===== src/rtl/tlb_cache.sv =====
`timescale 1ns/1ps
module tlb_cache #(
  parameter int ENTRIES = 8,
  parameter int VA_W    = 32,
  parameter int OFF_W   = 12,
  parameter int LARGE_W = 22
) (
  input  logic            clk,
  input  logic            rst_n,
  input  logic            lk_valid,
  input  logic [VA_W-1:0] lk_vaddr,
  input  logic            lk_user,
  input  logic            lk_write,
  output logic            lk_hit,
  output logic [VA_W-1:0] lk_paddr,
  output logic            prot_fault,
  output logic            walk_req,
  input  logic            fill_valid,
  input  logic [VA_W-OFF_W-1:0] fill_ppn,
  input  logic [VA_W-1:0] fill_vaddr,
  input  logic            fill_user,
  input  logic            fill_write,
  input  logic            fill_dirty,
  input  logic            fill_large,
  input  logic            fill_fault,
  input  logic            base_load,
  input  logic            inv_valid,
  input  logic [VA_W-1:0] inv_vaddr
);
  localparam int VPN_W = VA_W - OFF_W;
  localparam int DIR_W = VA_W - LARGE_W;
  localparam int LOW_W = LARGE_W - OFF_W;
  localparam int IDX_W = (ENTRIES > 1) ? $clog2(ENTRIES) : 1;

  logic [ENTRIES-1:0] valid_q;
  logic [VPN_W-1:0]   vpn_q   [ENTRIES];
  logic [VPN_W-1:0]   ppn_q   [ENTRIES];
  logic [ENTRIES-1:0] user_q, wr_q, dirty_q, large_q;
  logic [IDX_W-1:0]   ptr_q;

  wire [VPN_W-1:0] lk_vpn   = lk_vaddr[VA_W-1:OFF_W];
  wire [VPN_W-1:0] inv_vpn  = inv_vaddr[VA_W-1:OFF_W];
  wire [VPN_W-1:0] fill_vpn = fill_vaddr[VA_W-1:OFF_W];

  logic [ENTRIES-1:0] lk_match, inv_match, fill_ovl;

  genvar g;
  generate
    for (g = 0; g < ENTRIES; g++) begin : g_cmp
      wire top_lk   = vpn_q[g][VPN_W-1 -: DIR_W] == lk_vpn[VPN_W-1 -: DIR_W];
      wire top_inv  = vpn_q[g][VPN_W-1 -: DIR_W] == inv_vpn[VPN_W-1 -: DIR_W];
      wire top_fill = vpn_q[g][VPN_W-1 -: DIR_W] == fill_vpn[VPN_W-1 -: DIR_W];
      assign lk_match[g]  = valid_q[g] & top_lk &
                            (large_q[g] | (vpn_q[g][LOW_W-1:0] == lk_vpn[LOW_W-1:0]));
      assign inv_match[g] = valid_q[g] & top_inv &
                            (large_q[g] | (vpn_q[g][LOW_W-1:0] == inv_vpn[LOW_W-1:0]));
      assign fill_ovl[g]  = valid_q[g] & top_fill &
                            (large_q[g] | fill_large | (vpn_q[g][LOW_W-1:0] == fill_vpn[LOW_W-1:0]));
    end
  endgenerate

  logic [VPN_W-1:0] sel_ppn;
  logic sel_user, sel_wr, sel_dirty, sel_large;

  always_comb begin
    sel_ppn = '0; sel_user = 1'b0; sel_wr = 1'b0; sel_dirty = 1'b0; sel_large = 1'b0;
    for (int i = 0; i < ENTRIES; i++) begin
      if (lk_match[i]) begin
        sel_ppn   = sel_ppn | ppn_q[i];
        sel_user  = sel_user | user_q[i];
        sel_wr    = sel_wr | wr_q[i];
        sel_dirty = sel_dirty | dirty_q[i];
        sel_large = sel_large | large_q[i];
      end
    end
  end

  wire any_match  = |lk_match;
  wire violation  = lk_user & (~sel_user | (lk_write & ~sel_wr));
  wire need_dirty = lk_write & ~sel_dirty;

  assign lk_hit     = lk_valid & any_match & ~violation & ~need_dirty;
  assign prot_fault = lk_valid & any_match & violation;
  assign walk_req   = lk_valid & (~any_match | (~violation & need_dirty));
  assign lk_paddr   = sel_large ? {sel_ppn[VPN_W-1 -: DIR_W], lk_vaddr[LARGE_W-1:0]}
                                : {sel_ppn, lk_vaddr[OFF_W-1:0]};

  logic [IDX_W-1:0] tgt, ovl_idx, free_idx;
  logic have_ovl, have_free, use_ptr;

  always_comb begin
    ovl_idx = '0; free_idx = '0; have_ovl = 1'b0; have_free = 1'b0;
    for (int i = ENTRIES - 1; i >= 0; i--) begin
      if (fill_ovl[i])  begin ovl_idx  = IDX_W'(i); have_ovl  = 1'b1; end
      if (!valid_q[i])  begin free_idx = IDX_W'(i); have_free = 1'b1; end
    end
    use_ptr = ~have_ovl & ~have_free;
    tgt = have_ovl ? ovl_idx : (have_free ? free_idx : ptr_q);
  end

  wire do_fill = fill_valid & ~fill_fault & ~base_load & ~inv_valid;

  always_ff @(posedge clk) begin
    if (!rst_n) begin
      valid_q <= '0;
      ptr_q   <= '0;
    end else if (base_load) begin
      valid_q <= '0;
    end else if (inv_valid) begin
      valid_q <= valid_q & ~inv_match;
    end else if (do_fill) begin
      for (int i = 0; i < ENTRIES; i++)
        valid_q[i] <= (valid_q[i] & ~fill_ovl[i]) | (IDX_W'(i) == tgt);
      if (use_ptr)
        ptr_q <= (ptr_q == IDX_W'(ENTRIES - 1)) ? '0 : ptr_q + 1'b1;
    end
  end

  always_ff @(posedge clk) begin
    if (do_fill) begin
      vpn_q[tgt]   <= fill_vpn;
      ppn_q[tgt]   <= fill_ppn;
      user_q[tgt]  <= fill_user;
      wr_q[tgt]    <= fill_write;
      dirty_q[tgt] <= fill_dirty;
      large_q[tgt] <= fill_large;
    end
  end

  assert_one_match_R11: assert property (@(posedge clk) disable iff (!rst_n)
    lk_valid |-> $onehot0(lk_match));

  assert_one_outcome_R3: assert property (@(posedge clk) disable iff (!rst_n)
    lk_valid |-> $countones({lk_hit, prot_fault, walk_req}) == 1);

  assert_fault_needs_match_R4: assert property (@(posedge clk) disable iff (!rst_n)
    prot_fault |-> !walk_req && !lk_hit);

  assert_flush_empties_R7: assert property (@(posedge clk) disable iff (!rst_n)
    base_load |=> valid_q == '0);

  assert_inv_removes_R8: assert property (@(posedge clk) disable iff (!rst_n)
    (inv_valid && !base_load) |=> (valid_q & $past(inv_match)) == '0);

  assert_fill_dropped_R10: assert property (@(posedge clk) disable iff (!rst_n)
    (fill_valid && (base_load || inv_valid || fill_fault)) |=>
      $countones(valid_q) <= $countones($past(valid_q)));

  assert_fill_lands_R2: assert property (@(posedge clk) disable iff (!rst_n)
    (fill_valid && !fill_fault && !base_load && !inv_valid) |=> valid_q != '0);
endmodule


===== config.mk =====
export PLATFORM = sky130hd
export DESIGN_NAME = tlb_cache
export DESIGN_NICKNAME = d
export VERILOG_FILES = /design/src/rtl/tlb_cache.sv
export SDC_FILE = /design/constraint.sdc
export NUM_CORES = 1
export LEC_CHECK = 0
export BUFFER_PORTS_ARGS = -buffer_cell sky130_fd_sc_hd__buf_2
export CAP_MARGIN = 20
export CORE_MARGIN = 2
export CORE_UTILIZATION = 50
export DETAILED_ROUTE_END_ITERATION = 6
export HOLD_SLACK_MARGIN = 0.08
export PLACE_DENSITY = 0.71
export SETUP_SLACK_MARGIN = 0.2
export SYNTH_ARGS = -nofsm -noshare
export SYNTH_HDL_FRONTEND = slang
export SYNTH_SLANG_ARGS = --single-unit

===== constraint.sdc =====
create_clock -name clk -period 4.5 [get_ports clk]
set_clock_uncertainty 0.2 [all_clocks]
set_input_delay 0.225 -clock clk [delete_from_list [all_inputs] [get_ports clk]]
set_output_delay 0.225 -clock clk [all_outputs]
set_load 0.02 [all_outputs]

== After elaboration in Yosys (flattened, before gate mapping) ==
Memories as Yosys holds them, arrays and structs flattened.
Cells that the tools add are included.
Widths: inputs -> output; s select.

* $add $sub $neg: 1
* Magnitude comparators: 2
* Reduce and logical (&&, ||, !) cells: 6
* Equal/unequal tests: 56
* Divide/modulo/power cells: 0
* $mul: 0
* Bitwise logic cells: 168
* Shift-type cells: 0
* Muxes and demuxes: 86

{| class="wikitable"
|+ Operators by type and width
! operator !! number
|-
| $eq 10x10->1 || 48
|-
| $mux 20 || 8
|-
| $or 20x20->20 || 7
|-
| $or 1x1->1 || 70
|-
| $and 1x1->1 || 69
|-
| $mux 3 || 19
|-
| $mux 1 || 51
|-
| $bwmux 8 || 4
|-
| $mux 22 || 1
|-
| $not 1->1 || 20
|-
| $mux 8 || 2
|-
| $eq 3x3->1 const A || 4
|-
| $and 8x8->8 || 1
|-
| $not 8->8 || 1
|-
| $reduce_or 8->1 || 1
|-
| $eq 2x3->1 const A || 2
|-
| $lt 3x4->1 const B || 1
|-
| $reduce_and 4->1 || 1
|-
| $add 3x1->3 const B || 1
|-
| $demux 1 s3 || 1
|-
| $eq 1x3->1 const A || 1
|-
| $eq 3x3->1 const B || 1
|-
| $ge 3x1->1 const B || 1
|-
| $logic_not 3->1 || 1
|-
| other kinds (3) || 3
|}

* Bits in read-only memories: 0
* Bits in latches: 0
* Memories: 2
* Memory bits (writable): 320
* Logic and storage cells: 327
* Bits in registers: 43

{| class="wikitable"
|+ Memories
! memory !! depth !! bits a word !! rd ports !! clocked after memory_dff !! write ports !! line !! text
|-
| ppn_q || 8 || 20 || 8 || 0 || 1 || 37 || <nowiki>logic [VPN_W-1:0] ppn_q [ENTRIES];</nowiki>
|-
| vpn_q || 8 || 20 || 8 || 0 || 1 || 36 || <nowiki>logic [VPN_W-1:0] vpn_q [ENTRIES];</nowiki>
|}

== Longest topological paths before layout ==
* Depth after elaboration: 26
* Mapped depth: 10
* Mapped depth without buffers: 8

== Worst setup path after synthesis ==
No wires, ideal clock.

* Path type: flip-flop to flip-flop
* Start: memory vpn_q[5][9] in the netlist's numbering
* End: register dirty_q[7], enable pin
* Path slack: -0.292 ns
* Library setup time: 0.446 ns
* Data arrival time: 4.146 ns
* Buffers on the path: 0
* Stages on the path, launching flop included: 9
* Cells stage by stage: edfxtp_1 > xor2_1 > nor4_1 > a311oi_1 > or4_4 > and3b_4 > and2_4 > o31a_4 > nor2_1

{| class="wikitable"
|+ RTL lines
! element !! line !! text
|-
| from (decl) || 36 ||
|-
| to (signal, indexed assignment) || 125 || <nowiki>dirty_q[tgt] <= fill_dirty;</nowiki>
|-
| to (decl) || 38 || <nowiki>logic [ENTRIES-1:0] user_q, wr_q, dirty_q, large_q;</nowiki>
|}

==> results.toml <==
[floorplan]
initial_core_util = 0.506
die_w_um = 196
die_area_um2 = 38400
io-pin-count = 164
core_um2 = 36400
die_h_um = 196
rows = 70

[timing]
rsz0062_at_grt = "no"
fin_crit_sh = 0.911
whs_ps = 171
worst_slew_margin_rel = 0.310
finalHoldViolCount = 0
worst_pin_slew_ps = 1030
setup_viol = 0
max_freq_mhz = 244
fin_crit_ps = 4100
final_max_slew_viol_count = 0
tns_ps = 0

[place]
gp_congestion = 0.934
placed_cells = 1899
dp_hpwl_um = 32300
dpl_cell_area_um2 = 19500
io_buffers = 115

[yosys]
synth_top_area_share = 0.573
synth_cell_types = 61
syn-num-nets = 1510
syn_area_um2 = 18400
yosysWarnings = 0
synthTopCellsByArea = "edfxtp_1 (57%), xnor2_1 (15%), xor2_1 (7.3%)"
synth_common_cells = "edfxtp_1 (352), xnor2_1 (326), xor2_1 (154)"
synth-main-ff-cell = "edfxtp_1"
seq_area_frac_synth = 0.585
ys_seq_elements = 363
async_flop_share = 0
netlist_instances = 1379
avgSynthCellArea_um2 = 13.4
synth.most_common_cell = "edfxtp_1"
synth_edf_count = 352
yosysTopAreaCell = "edfxtp_1"

[worst_setup_path]
critPathKind = "register to output port"
rrSetupSlack_ps = 710
r2r-start = "vpn_q[5][5]$_DFFE_PP_"
setup.worst_path.start_class = "register"
reg2reg_to = "ppn_q[1][13]$_DFFE_PP_"
cp-end-kind = "output port"
endpoint = "lk_paddr[16]"
cp-startpoint = "vpn_q[0][9]$_DFFE_PP_"
crit_arrival_ps = 3680
r2r_cells = 9
critPathRequiredTime_ps = 4070
cp_max_fo = 13

[cells_and_area]
area_growth_pct = 15.0
final_cells = 2013
fillers = 2864
drive_gt1_frac = 0.154
antenna_cells = 0
finalInstanceArea_um2 = 21200
layout.nets = 1649

[clock_tree]
tritoncts = "done"
cts-htree-levels = 2
postCtsResizedCells = 0
clk_transition_reported_paths_ps = 60
cts_sinks = 363
cts_root_buf = "clkbuf_16"
cts_buffer_depth = 3
cts_buffers = 38
clkLatencyLatePin_ps = 540

[pwr]
leakage_uw = 0.00676
sw_frac_of_total = 0.222
power_uw = 7330
p_int_uw = 5710
peakVddDrop_v = 0.000367
power.switching_uw = 1620
p_seq_frac = 0.507
pwr-share-clk = 0.422
comb_power_share = 0.071
p_per_area_nw_per_um2 = 346

[grt]
antenna_found_initial = 0
grt_pass1_wl_um = 76000
gr-total-overflow = 0
globalRouteTotalUtil = 0.267
grt_pass1_vias = 12300
grt_max_degree = 45

[route]
drc = 0
routed_wl_um = 51500
vias = 12400
drt-pass1-iter-count = 5
avgRoutedWirePerCell_um = 25.6
drt_iter0_markers = 1292
ant_nets = 0
drt-vias-per-instance = 6.14

[status]
outcome = "finished clean"

[job]
max-cap-violations = 0

[min_path]
hold_path_depth = 6
hp-class = "input pin to register"
## layout make-up
| cell class | count | area [um^2] | area share |
|---|---|---|---|
| Timing Repair Buffer | 192 | 1360 | 0.0641 |
| Clock buffer | 43 | 970 | 0.0457 |
| Multi-Input combinational cell | 918 | 7230 | 0.341 |
| Inverter | 5 | 18.8 | 0.000885 |
| Sequential cell | 363 | 10800 | 0.509 |
| Tap cell | 468 | 586 | 0.0276 |
| Clock inverter | 24 | 255 | 0.0120 |
## state kept, by name, summed over array words and instances (netlist names)
name     cells
dirty_q      8
large_q      8
ppn_q      160
ptr_q        3
user_q       8
valid_q      8
vpn_q      160
wr_q         8
## per-stage QoR
step	util	worst slack, ps
final	0.582	398
after CTS	0.582	377
after floorplan	-	-292
after global placement	0.536	615
after detailed placement	0.536	565
after global routing	0.582	223
## placed cells by master (no fill, tap or decap), types with 8 or more instances in the layout
master,count
buf_4,23
xnor2_1,326
dlygate4sd3_1,47
buf_2,115
xor2_1,154
nand3_1,55
a22o_1,25
nand4_1,84
nor3_1,10
dfxtp_1,11
clkbuf_16,38
mux2_2,8
nand2_1,17
edfxtp_1,352
a221oi_1,22
a22oi_1,44
nor2_4,8
nor2_1,17
o21ai_0,9
nor4_1,49
## power groups by stage
stage / logic, uW / clock network (uW) / registers [uW]
floorplan: 319 / 0 / 3790
global placement: 471 / 0 / 3790
detailed placement: 479 / 0 / 3790
CTS: 514 / 3130 / 3720
global route: 554 / 3260 / 3720
finish: 521 / 3090 / 3720
## worst min path at each step
stage / start / endpoint
CTS: fill_valid / valid_q[6]$_SDFFE_PP0P_
detailed placement: lk_vaddr[10] / lk_paddr[10]
global route: fill_valid / valid_q[6]$_SDFFE_PP0P_
global placement: lk_vaddr[10] / lk_paddr[10]
finish: fill_valid / valid_q[6]$_SDFFE_PP0P_
floorplan: fill_dirty / dirty_q[0]$_DFFE_PP_
## metal layers
| layer | track usage | part of all wire |
|---|---|---|
| met3 | 0.0418 | 0.079 |
| met2 | 0.436 | 0.47 |
| met1 | 0.350 | 0.40 |
| met5 | 0 | 0 |
| met4 | 0.135 | 0.051 |
## kinds of logic (layout without fill, tap and decap cells)
kind of cell	after synthesis	after routing	synth area share
fa+ha+maj	2	2	0.00136
compound gates	158	158	0.0697
mux	10	10	0.00597
buf+inv	98	264	0.0269
flops	363	363	0.585
simple gates	268	268	0.0831
xor+xnor	480	480	0.228
## critical path: stages (launching register included)
cell and delay (ps):
edfxtp_1 460, xor2_1 190, nor4_1 470, nand4_1 220
a21oi_2 750, buf_4 370, a221oi_1 130, a31oi_1 320
buf_2 240
## repair_timing
action | CTS | global route
hold endpoints to repair | 346 | 0
setup buffers | 0 | 0
hold buffers | 47 | 0
Note: power is estimated with default switching activity, not from simulation.
